===== src/rtl/tl_shut_pkg.sv =====
package tl_shut_pkg;

    localparam int NSW   = 4;
    localparam int SW_OU = 0;
    localparam int SW_IU = 1;
    localparam int SW_IL = 2;
    localparam int SW_OL = 3;

    typedef enum logic [1:0] {
        ST_RUN   = 2'd0,
        ST_WAIT  = 2'd1,
        ST_LATCH = 2'd2
    } seq_state_e;

    typedef enum logic [1:0] {
        GM_PASS      = 2'd0,
        GM_OUTER_OFF = 2'd1,
        GM_ALL_OFF   = 2'd2
    } gate_mode_e;

    typedef enum logic [1:0] {
        CAUSE_NONE   = 2'd0,
        CAUSE_DEVICE = 2'd1,
        CAUSE_CTRL   = 2'd2,
        CAUSE_SUPPLY = 2'd3
    } cause_e;

    function automatic logic is_outer(input int idx);
        return (idx == SW_OU) || (idx == SW_OL);
    endfunction

endpackage


===== src/rtl/tl_fault_detect.sv =====
module tl_fault_detect
    import tl_shut_pkg::*;
(
    input  logic [NSW-1:0] pwm_i,
    input  logic [NSW-1:0] desat_i,
    input  logic           uv_i,
    output logic           src_act_o,
    output cause_e         src_code_o
);
    localparam int NSIDE = 2;

    // per side: outer index, inner index
    logic [NSIDE-1:0] side_bad;

    for (genvar s = 0; s < NSIDE; s++) begin : g_side
        localparam int OUT_IX = (s == 0) ? SW_OU : SW_OL;
        localparam int IN_IX  = (s == 0) ? SW_IU : SW_IL;
        assign side_bad[s] = pwm_i[OUT_IX] & ~pwm_i[IN_IX];
    end

    logic dev_flt;
    logic ctl_flt;

    always_comb begin
        dev_flt = |desat_i;
        ctl_flt = (|side_bad) | (pwm_i[SW_OU] & pwm_i[SW_OL]);
        src_act_o = dev_flt | ctl_flt | uv_i;
        if (dev_flt) begin
            src_code_o = CAUSE_DEVICE;
        end else if (ctl_flt) begin
            src_code_o = CAUSE_CTRL;
        end else if (uv_i) begin
            src_code_o = CAUSE_SUPPLY;
        end else begin
            src_code_o = CAUSE_NONE;
        end
    end

endmodule


===== src/rtl/tl_shut_seq.sv =====
module tl_shut_seq
    import tl_shut_pkg::*;
#(
    parameter int GAP_CYC = 250
) (
    input  logic       clk_i,
    input  logic       rst_ni,
    input  logic       src_act_i,
    input  cause_e     src_code_i,
    input  logic       clr_i,
    output gate_mode_e mode_o,
    output logic       fault_o,
    output logic [1:0] cause_o
);
    localparam int CW = (GAP_CYC > 1) ? $clog2(GAP_CYC) : 1;
    localparam logic [CW-1:0] CNT_LAST = CW'(GAP_CYC - 1);

    typedef struct packed {
        seq_state_e    state;
        logic [CW-1:0] cnt;
        logic          fault;
        cause_e        cause;
    } seq_reg_t;

    seq_reg_t seq_d, seq_q;
    gate_mode_e mode_d;

    always_comb begin
        seq_d  = seq_q;
        mode_d = GM_PASS;
        case (seq_q.state)
            ST_RUN: begin
                if (src_act_i) begin
                    seq_d.state = ST_WAIT;
                    seq_d.cnt   = '0;
                    seq_d.fault = 1'b1;
                    seq_d.cause = src_code_i;
                    mode_d      = GM_OUTER_OFF;
                end
            end
            ST_WAIT: begin
                mode_d = GM_OUTER_OFF;
                if (seq_q.cnt == CNT_LAST) begin
                    mode_d      = GM_ALL_OFF;
                    seq_d.state = ST_LATCH;
                end else begin
                    seq_d.cnt = seq_q.cnt + 1'b1;
                end
            end
            ST_LATCH: begin
                mode_d = GM_ALL_OFF;
                if (clr_i && !src_act_i) begin
                    seq_d.state = ST_RUN;
                    seq_d.fault = 1'b0;
                    seq_d.cause = CAUSE_NONE;
                end
            end
            default: begin
                mode_d      = GM_ALL_OFF;
                seq_d.state = ST_LATCH;
                seq_d.fault = 1'b1;
            end
        endcase
    end

    always_ff @(posedge clk_i or negedge rst_ni) begin
        if (!rst_ni) begin
            seq_q <= '{state: ST_RUN, cnt: '0, fault: 1'b0, cause: CAUSE_NONE};
        end else begin
            seq_q <= seq_d;
        end
    end

    assign mode_o  = mode_d;
    assign fault_o = seq_q.fault;
    assign cause_o = seq_q.cause;

endmodule


===== src/rtl/tl_gate_stage.sv =====
module tl_gate_stage
    import tl_shut_pkg::*;
(
    input  logic           clk_i,
    input  logic           rst_ni,
    input  gate_mode_e     mode_i,
    input  logic [NSW-1:0] pwm_i,
    output logic [NSW-1:0] gate_o
);
    typedef struct packed {
        logic [NSW-1:0] gate;
    } gate_reg_t;

    gate_reg_t gate_d, gate_q;
    logic [NSW-1:0] nxt;

    for (genvar i = 0; i < NSW; i++) begin : g_sw
        localparam logic OUTER = is_outer(i);
        always_comb begin
            case (mode_i)
                GM_PASS:      nxt[i] = pwm_i[i];
                GM_OUTER_OFF: nxt[i] = OUTER ? 1'b0 : gate_q.gate[i];
                default:      nxt[i] = 1'b0;
            endcase
        end
    end

    always_comb begin
        gate_d      = gate_q;
        gate_d.gate = nxt;
    end

    always_ff @(posedge clk_i or negedge rst_ni) begin
        if (!rst_ni) begin
            gate_q <= '{gate: '0};
        end else begin
            gate_q <= gate_d;
        end
    end

    assign gate_o = gate_q.gate;

endmodule


===== src/rtl/tl_leg_shutdown.sv =====
module tl_leg_shutdown
    import tl_shut_pkg::*;
#(
    parameter int GAP_CYC = 250
) (
    input  logic       clk_i,
    input  logic       rst_ni,
    input  logic [3:0] pwm_i,
    input  logic [3:0] desat_i,
    input  logic       uv_i,
    input  logic       clr_i,
    output logic [3:0] gate_o,
    output logic       fault_o,
    output logic [1:0] cause_o
);
    logic       src_act;
    cause_e     src_code;
    gate_mode_e mode;

    tl_fault_detect u_det (
        .pwm_i      (pwm_i),
        .desat_i    (desat_i),
        .uv_i       (uv_i),
        .src_act_o  (src_act),
        .src_code_o (src_code)
    );

    tl_shut_seq #(.GAP_CYC(GAP_CYC)) u_seq (
        .clk_i      (clk_i),
        .rst_ni     (rst_ni),
        .src_act_i  (src_act),
        .src_code_i (src_code),
        .clr_i      (clr_i),
        .mode_o     (mode),
        .fault_o    (fault_o),
        .cause_o    (cause_o)
    );

    tl_gate_stage u_gate (
        .clk_i  (clk_i),
        .rst_ni (rst_ni),
        .mode_i (mode),
        .pwm_i  (pwm_i),
        .gate_o (gate_o)
    );

endmodule


===== config.mk =====
export PLATFORM = sky130hd
export DESIGN_NAME = tl_leg_shutdown
export DESIGN_NICKNAME = d
export VERILOG_FILES = /design/src/rtl/tl_shut_pkg.sv /design/src/rtl/tl_fault_detect.sv /design/src/rtl/tl_shut_seq.sv /design/src/rtl/tl_gate_stage.sv /design/src/rtl/tl_leg_shutdown.sv
export SDC_FILE = /design/constraint.sdc
export NUM_CORES = 1
export LEC_CHECK = 0
export BUFFER_PORTS_ARGS = -buffer_cell sky130_fd_sc_hd__buf_2
export CORE_MARGIN = 2
export CORE_UTILIZATION = 50
export DETAILED_ROUTE_END_ITERATION = 8
export PLACE_DENSITY = 0.73
export SLEW_MARGIN = 20
export SYNTH_ARGS = -nofsm -noshare
export SYNTH_HDL_FRONTEND = slang
export SYNTH_SLANG_ARGS = --single-unit

===== constraint.sdc =====
create_clock -name clk_i -period 2 [get_ports clk_i]
set_input_delay 0.1 -clock clk_i [delete_from_list [all_inputs] [get_ports clk_i]]
set_output_delay 0.1 -clock clk_i [all_outputs]
set_load 0.01 [all_outputs]

==> summary.txt, run 1 <==
Die height: 45.8 um
Period utilization: 82.0%
Post-route ant nets: 0
Setup Skew: 0.00131 ns
Final Hold Fails: 0
Clock buffer depth: 2
WP buf/inv: 2
Post-CTS Resized: 0
Global-route wire length before repair: 2.77 mm
Nets: 120
Met3 global-route usage: 3.17%
Post-Route WL: 1.70 mm
Busiest grt layer: met2
Final Critical Period: 1.64 ns
Vias per inst: 5.74
Synth Cell Area: 875 um^2
Critical Setup Path Class: flop to flop
Worst setup margin: 0.359 ns
Worst path cell trace: inv_1 -> ha_1 -> nand2_1 -> o31ai_1 -> buf_4 -> or3b_2 -> a21oi_1
Peak VDD IR: 479 uV
IO Port Bufs: 18
RePlAce Congestion: 0.779
Internal: 0.602 mW
Final-report setup violation count: 0
CTS tree: yes
CP top delay family: simple AND/OR/NAND/NOR gates
Combinational Power Share: 31.2%
Largest family of logic cells by synthesized area: simple AND/OR/NAND/NOR gates
Slew margin rel.: 65.2%
Synth Instances: 83
Syn avg cell area: 10.5 um^2
Post-synth EDFFs: 0
Die area: 2100 um^2
Compound-Gate Fraction of Synth Area: 16.2%
Slew @ Worst Pin: 0.519 ns
CP required: 2.23 ns
Synth Area in XOR/XNOR: 5.01%
Tot GR Track Use: 19.3%
Adder-Cell Fraction of Synth Area: 2.86%
Unrepaired setup endpoints after global routing: no
Yosys top cell area share: 48.6%
Critical Path AT: 1.87 ns
Post-route setup TNS: 0 ns
Clock latency on the worst-skew pair: 0.30 ns
Rows: 15
Status: complete, no violations
NetSw: 0.328 mW
CORE AREA: 1690 um^2
Main flop type after synthesis: dfrtp_1
Overflow after GRT: 0
Initial core utilization: 51.8%
CTS Hold Bufs: 1
Post-synth top area cell: dfrtp_1
Max Fclk: 0.609 GHz
Worst setup EP type: flop
Layout cell share with drive strength beyond 1: 27.6%
Clock network fraction of design power: 20.5%
Filler cells: 142
Slowest CP cell: or3b_2
Sequential group share of total power: 48.3%
Crit-path max cell delay: 0.45 ns
Yosys cell types: 36
Fin. max-slew vios: 0
TritonCTS Sinks: 17
Post-DP HPWL: 1.26 mm
Yosys warning count: 0
Drt first-iter violations: 8
Ports: 19
# DRC: 0
Setup Buffers After CTS: 0
Root Driver: clkbuf_4
Flop2flop setup slack: 0.36 ns
Htree depth: 1
Reg area: 425 um^2
Mapped Nets: 97
Mux cell area share after synthesis: 2.43%
Sw frac: 35.2%
Via count: 700
Die Wd: 45.8 um
Largest net degree at the start of global routing: 18
Leakage: 0.481 nW
Synth area leaders: dfrtp_1 49%, xor2_1 4.0%, nand2_1 3.9%, a2111oi_4 3.1%, ha_1 2.9%
Simple-gate area share of the yosys netlist: 20.9%
Met2 Use GR: 29.0%
Vias in the first global route: 644
Worst hold path type: input port to flop
Wirelength per Cell: 14.0 um
#FFs+latches synth: 17
Area occupied by multi-input gates: 414 um^2
Initial antenna violation count: 0
PwrDens: 910 nW/um^2
Pre-antenna DRT Iters: 4
Max_cap viols: 0
ANT cells: 0
Worst Path Max Fanout: 5
GR met1 Demand/Resource: 25.0%
Seq/Total Area, Yosys: 48.6%
Asr flop ratio synth: 100%
Crit start category: flop
Setup WS pre-CTS: 0.277 ns
Clock transition at path regs: 0.10 ns
CTS Buf Count: 3
Area growth, synth to finish: 16.7%
power groups by stage:
stage	Sequential [mW]	Clock, mW	Combinational (mW)
global route	0.456	0.214	0.325
finish	0.449	0.191	0.290
detailed placement	0.455	0	0.290
CTS	0.448	0.198	0.292
floorplan	0.444	0	0.220
global placement	0.450	0	0.284
cell type report:
type                    count  share of cell area (%)
flip-flops and latches     17                    41.7
multi-input cells          59                    40.6
clock buffers               4                    2.57
repair buffers             22                    12.0
well taps                  17                    2.08
inverters                   3                    1.10
layer usage:
metal | part of all wire [%] | wire (um)
met4 | 2.9 | 49
met5 | 0 | 0
met2 | 44 | 746
met3 | 3.9 | 66
met1 | 49 | 840
Yosys cell counts, types with 2 or more instances:
| master | number |
|---|---|
| o21ai_0 | 4 |
| xor2_1 | 4 |
| a22o_1 | 2 |
| a21oi_1 | 2 |
| and3_1 | 3 |
| o31ai_1 | 2 |
| nor2_1 | 6 |
| nand4_1 | 4 |
| nand2_1 | 9 |
| ha_1 | 2 |
| dfrtp_1 | 17 |
| inv_1 | 3 |
| buf_4 | 2 |
flip-flops by register name, summed over array words and instances (netlist names):
name           flops
u_seq.fault_o      1
u_seq.seq_q       10
u_seq.cause_o      2
u_gate.gate_o      4
path summary, 6_finish.rpt:
check,start,endpoint,cells past startpoint
hold reg to reg,u_gate.gate_o[2],u_gate.gate_o[2],1
min in group asynchronous,rst_ni,u_seq.seq_q[4],2
hold / removal,pwm_i[2],u_gate.gate_o[2],2
setup reg to reg,u_seq.seq_q[4],u_seq.seq_q[5],7
setup / recovery,u_seq.seq_q[4],u_seq.seq_q[5],7
max in group asynchronous,rst_ni,u_seq.seq_q[6],2
stage by stage:
stage / hold slack [ns] / power [mW] / instances / utilization [%] / instance area, um^2
after floorplan: -0.196 / 0.664 / 83 / - / 875
after global placement: 0.0385 / 0.734 / 117 / 58.3 / 985
after detailed placement: 0.0383 / 0.745 / 117 / 58.3 / 985
after CTS: 0.0348 / 0.938 / 122 / 60.4 / 1020
after global routing: 0.0384 / 0.995 / 122 / 60.4 / 1020
final: 0.0408 / 0.930 / 122 / 60.4 / 1020
layout by cell type, fill, tap and decap left out, drive strengths merged, types with 2 or more instances in the layout:
master,count
and3,3
nand2,9
or4,2
dfrtp,17
buf,21
inv,3
o21ai,4
nand4,4
ha,2
nor2,6
xor2,4
o31ai,2
nor3,2
a21oi,2
clkbuf,4
a22o,2
kinds of logic (layout without fill, tap and decap cells):
logic type,Yosys count,in the layout
AND/OR/NAND/NOR,33,33
AO/OA/AOI/OAI,17,17
flip-flops,17,17
buffers and inverters,7,29
XOR/XNOR,5,5
adder cells (fa/ha/maj),2,2
multiplexers,2,2
No activity file was read; power rests on OpenSTA's default activity.
==> run 2, diff against run 1 <==
==> constraint.sdc (replaced) <==
create_clock -name clk_i -period 1.66 [get_ports clk_i]
set_input_delay 0.083 -clock clk_i [delete_from_list [all_inputs] [get_ports clk_i]]
set_output_delay 0.083 -clock clk_i [all_outputs]
set_load 0.01 [all_outputs]
==> run 2 against run 1 <==
  * Non-clock buffer count grew 5
  * Via count grew 1.1%
  * Sequential cell count is the same
  * Die area is the same
  * Global-route usage shrank 0.40 points
  * Combinational power grew 44%
  * Register-to-register slack lost 0.20 ns
  * Utilization grew 3.1 points
  * Sequential power grew 18%
  * Design area grew 5.1%
==> summary.txt, run 2 (synthesis results as in run 1) <==
Post-route ant nets: 0
Crit start category: flop
Htree depth: 1
Worst path cell trace: and2b_1 -> o31ai_4 -> or3b_2 -> a21oi_1
Clock buffer depth: 2
Global-route wire length before repair: 2.84 mm
Reg area: 425 um^2
Peak VDD IR: 640 uV
Final Instance Area: 1070 um^2
Fin. max-slew vios: 0
Max reg flops: 10
Setup Skew: 0.00118 ns
Pre-antenna DRT Iters: 4
Leakage: 0.511 nW
Worst hold slack: 0.0373 ns
Status: complete, no violations
Vias in the first global route: 670
Worst setup EP type: flop
Worst Path Max Fanout: 5
RePlAce Congestion: 0.785
Final-report setup violation count: 0
Area growth, synth to finish: 22.7%
Clock transition at path regs: 0.10 ns
Max_cap viols: 0
CP required: 1.87 ns
Die height: 45.8 um
Commonest non-fill, non-tap cell in the layout: buf_2
Vias per inst: 5.57
IO Port Bufs: 18
Crit-path max cell delay: 0.47 ns
Ports: 19
Slew @ Worst Pin: 0.438 ns
Layout cell share with drive strength beyond 1: 32.7%
Filler cells: 140
Max Fclk: 0.667 GHz
Period utilization: 90.4%
ANT cells: 0
Largest net degree at the start of global routing: 18
Unrepaired setup endpoints after global routing: no
Cell Count Post-Placement: 122
Initial antenna violation count: 0
Largest Register: u_seq.seq_q
Critical Path AT: 1.71 ns
Total power: 1.16 mW
Drt first-iter violations: 28
Critical Setup Path Class: flop to flop
Tot GR Track Use: 18.9%
CORE AREA: 1690 um^2
Slew margin rel.: 70.6%
Final Hold Fails: 0
CTS Buf Count: 3
Final Critical Period: 1.50 ns
Overflow after GRT: 0
Die area: 2100 um^2
Die Wd: 45.8 um
Area occupied by multi-input gates: 428 um^2
Post-layout util: 63.6%
Post-DP HPWL: 1.23 mm
Wirelength per Cell: 13.6 um
PwrDens: 1080 nW/um^2
Worst hold path type: input port to flop
CTS tree: yes
Rows: 15
Via count: 708
Root Driver: clkbuf_4
Non-filler cells, final: 127
Post-Route WL: 1.73 mm
# DRC: 0
Commonest cells after routing, fill and taps aside: 18 x buf_2, 17 x dfrtp_1, 9 x nand2_1
Placed inst area: 1020 um^2
Initial core utilization: 51.8%
Clock latency on the worst-skew pair: 0.28 ns
Slowest CP cell: or3b_2
TritonCTS Sinks: 17
Nets: 125
[run 2: path summary, 6_finish.rpt]
kind / to / cells past startpoint / start / slack, ns
hold reg to reg: u_gate.gate_o[2] / 1 / u_gate.gate_o[2] / 0.51
max in group asynchronous: u_seq.cause_o[0] / 2 / rst_ni / 1.16
setup / recovery: u_seq.seq_q[5] / 4 / u_seq.seq_q[12] / 0.16
setup reg to reg: u_seq.seq_q[5] / 4 / u_seq.seq_q[12] / 0.16
min in group asynchronous: u_seq.seq_q[5] / 2 / rst_ni / 0.23
hold / removal: u_gate.gate_o[2] / 2 / pwm_i[2] / 0.04
[run 2: what timing repair did]
action	in CTS	in global routing
hold buffers	1	0
endpoints found under the setup margin	3	2
resized for setup	1	1
setup buffers	0	0
endpoints found under the hold margin	17	0
[run 2: area by class of cell]
| type | instances | share of cell area (%) |
|---|---|---|
| clock inverter | 1 | 0.466 |
| sequential | 17 | 39.6 |
| timing repair buffer | 27 | 14.9 |
| clock buffer | 3 | 2.10 |
| multi-input combinational | 59 | 39.9 |
| inverter | 3 | 1.05 |
| tap | 17 | 1.98 |
[run 2: where the power goes]
group          switching, mW  internal [mW]
combinational          0.224          0.193
clock                  0.127         0.0893
sequential            0.0484          0.482
total                  0.400          0.765
[run 2: worst max-delay path, delay by kind of cell, from the launching register on]
family | cells | cell delay, ns
DFF | 1 | 0.39
AOI/OAI and AO/OA | 2 | 0.26
and+or+nand+nor | 2 | 0.79
[run 2: stage by stage]
stage,TNS [ns],setup slack [ns]
after global routing,0,0.0406
after global placement,0,0.000690
after CTS,0,0.116
after detailed placement,-0.141,-0.0595
final,0,0.160
after floorplan,0,0.0969
[run 2: routing by layer]
layer	track usage (%)	up-vias	wire length (um)
met3	2.38	2	94
met2	31.5	23	797
li1	-	357	-
met4	6.86	0	13
met5	0	-	0
met1	25.1	326	823
==> run 3, diff against run 2 <==
--- a/config.mk
+++ b/config.mk
@@ -10,6 +10,7 @@
 export CORE_UTILIZATION = 50
 export DETAILED_ROUTE_END_ITERATION = 8
 export PLACE_DENSITY = 0.73
+export SETUP_SLACK_MARGIN = 0.3
 export SLEW_MARGIN = 20
 export SYNTH_ARGS = -nofsm -noshare
 export SYNTH_HDL_FRONTEND = slang
==> constraint.sdc (replaced) <==
create_clock -name clk_i -period 1.9 [get_ports clk_i]
set_input_delay 0.095 -clock clk_i [delete_from_list [all_inputs] [get_ports clk_i]]
set_output_delay 0.095 -clock clk_i [all_outputs]
set_load 0.01 [all_outputs]
==> run 3 against run 2 <==
  * Fmax about the same
  * Combinational power down 17%
  * Non-clock buffer count decreased by 3
  * Design area shrank 2.0%
==> summary.txt, run 3 (synthesis results as in run 1) <==
IO Port Bufs: 18
Nets: 122
Die Wd: 45.8 um
Largest net degree at the start of global routing: 18
Worst path cell trace: buf_4 -> inv_1 -> or4_4 -> xor2_1 -> nor2_1
Largest Register: u_seq.seq_q
Overflow after GRT: 0
Sequential group share of total power: 46.0%
Post-Route WL: 1.80 mm
Fin. max-slew vios: 0
Drt first-iter violations: 24
Final Critical Period: 1.50 ns
PwrDens: 951 nW/um^2
Critical Path AT: 1.66 ns
Post-route ant nets: 0
Period utilization: 79.0%
Non-filler cells, final: 124
Die area: 2100 um^2
CORE AREA: 1690 um^2
Pre-antenna DRT Iters: 4
Clock buffer depth: 2
Sw frac: 34.8%
Vias per inst: 5.70
Critical Setup Path Class: flop to flop
Status: complete, no violations
Slew margin rel.: 61.8%
Combinational Power Share: 34.6%
Rows: 15
Ports: 19
Commonest cells after routing, fill and taps aside: 18 x buf_2, 17 x dfrtp_1, 9 x nand2_1
CP required: 2.06 ns
Total power: 1.00 mW
Commonest non-fill, non-tap cell in the layout: buf_2
Clock latency on the worst-skew pair: 0.29 ns
Layout cell share with drive strength beyond 1: 32.7%
Setup WS pre-CTS: 0.174 ns
Max_cap viols: 0
Crit start category: flop
Htree depth: 1
Final-report setup violation count: 0
Post-route setup TNS: 0 ns
Worst Path Max Fanout: 8
# DRC: 0
Initial antenna violation count: 0
TritonCTS Sinks: 17
Global-route wire length before repair: 2.79 mm
Max reg flops: 10
CTS tree: yes
Filler cells: 131
Root Driver: clkbuf_4
Leakage: 0.493 nW
NetSw: 0.348 mW
CTS Buf Count: 3
Slowest CP cell: or4_4
Clock transition at path regs: 0.10 ns
Cell Count Post-Placement: 117
Post-DP HPWL: 1.24 mm
Clock network fraction of design power: 19.5%
RePlAce Congestion: 0.778
Wirelength per Cell: 14.5 um
Tot GR Track Use: 19.3%
Unrepaired setup endpoints after global routing: no
Setup Skew: 0.00387 ns
Worst setup margin: 0.399 ns
ANT cells: 0
Worst hold path type: input port to flop
Max Fclk: 0.666 GHz
Slew @ Worst Pin: 0.569 ns
Initial core utilization: 51.8%
Internal: 0.653 mW
Die height: 45.8 um
Crit-path max cell delay: 0.52 ns
Vias in the first global route: 644
Area growth, synth to finish: 20.3%
Worst setup EP type: flop
Via count: 707
Peak VDD IR: 525 uV
Final Hold Fails: 0
==> run 3: power groups by stage <==
stage / clock (mW) / combinational [mW] / sequential, mW
2_1_floorplan: 0 / 0.231 / 0.467
3_3_place_gp: 0 / 0.299 / 0.473
5_1_grt: 0.222 / 0.383 / 0.466
6_report: 0.195 / 0.346 / 0.460
3_5_place_dp: 0 / 0.306 / 0.478
4_1_cts: 0.202 / 0.343 / 0.459
==> run 3: layout make-up <==
class                      count  area, um^2  area share, %
clock buffer                   4        26.3           2.50
inverter                       3        11.3           1.07
multi-input combinational     59         430           40.9
sequential                    17         425           40.4
tap                           17        21.3           2.02
timing repair buffer          24         138           13.1
==> run 3: path summary, 6_finish.rpt <==
check	from	endpoint	slack (ns)	depth (start not counted)
worst max-delay path	u_seq.seq_q[11]	u_seq.seq_q[8]	0.40	5
worst min-delay path	pwm_i[2]	u_gate.gate_o[2]	0.04	2
worst max register to register	u_seq.seq_q[11]	u_seq.seq_q[8]	0.40	5
worst min register to register	u_gate.gate_o[2]	u_gate.gate_o[2]	0.50	1
max in group asynchronous	rst_ni	u_seq.cause_o[1]	1.38	2
min in group asynchronous	rst_ni	u_seq.seq_q[4]	0.24	2
==> run 3: timing repair <==
action,in CTS,in global routing
hold endpoints to repair,17,0
cloned,0,0
pin swaps,0,2
hold buffers,1,0
endpoints found under the setup margin,1,4
gates resized for setup,1,4
buffers inserted,2,0
==> run 3: per-layer routing <==
metal	share of wire, %	routed length, um	vias up	global-route usage, %
met5	0	0	-	0
met2	47	854	12	30.7
met1	48	872	341	24.8
li1	-	-	350	-
met4	1.3	23	0	10.3
met3	2.8	51	4	3.57
==> run 3: through the flow <==
| stage | instance area (um^2) | hold slack, ns | util, % |
|---|---|---|---|
| final | 1050 | 0.0404 | 62.3 |
| after global routing | 1050 | 0.0335 | 62.3 |
| after CTS | 1040 | 0.0411 | 61.4 |
| after detailed placement | 985 | 0.0368 | 58.3 |
| after global placement | 985 | 0.0336 | 58.3 |
| after floorplan | 875 | -0.201 | - |
==> run 3: critical path: cells and delay by family (launching register included) <==
family | cells | cell delay [ns]
simple gates | 2 | 0.58
flops | 1 | 0.36
xor+xnor | 1 | 0.17
buf+inv | 2 | 0.26
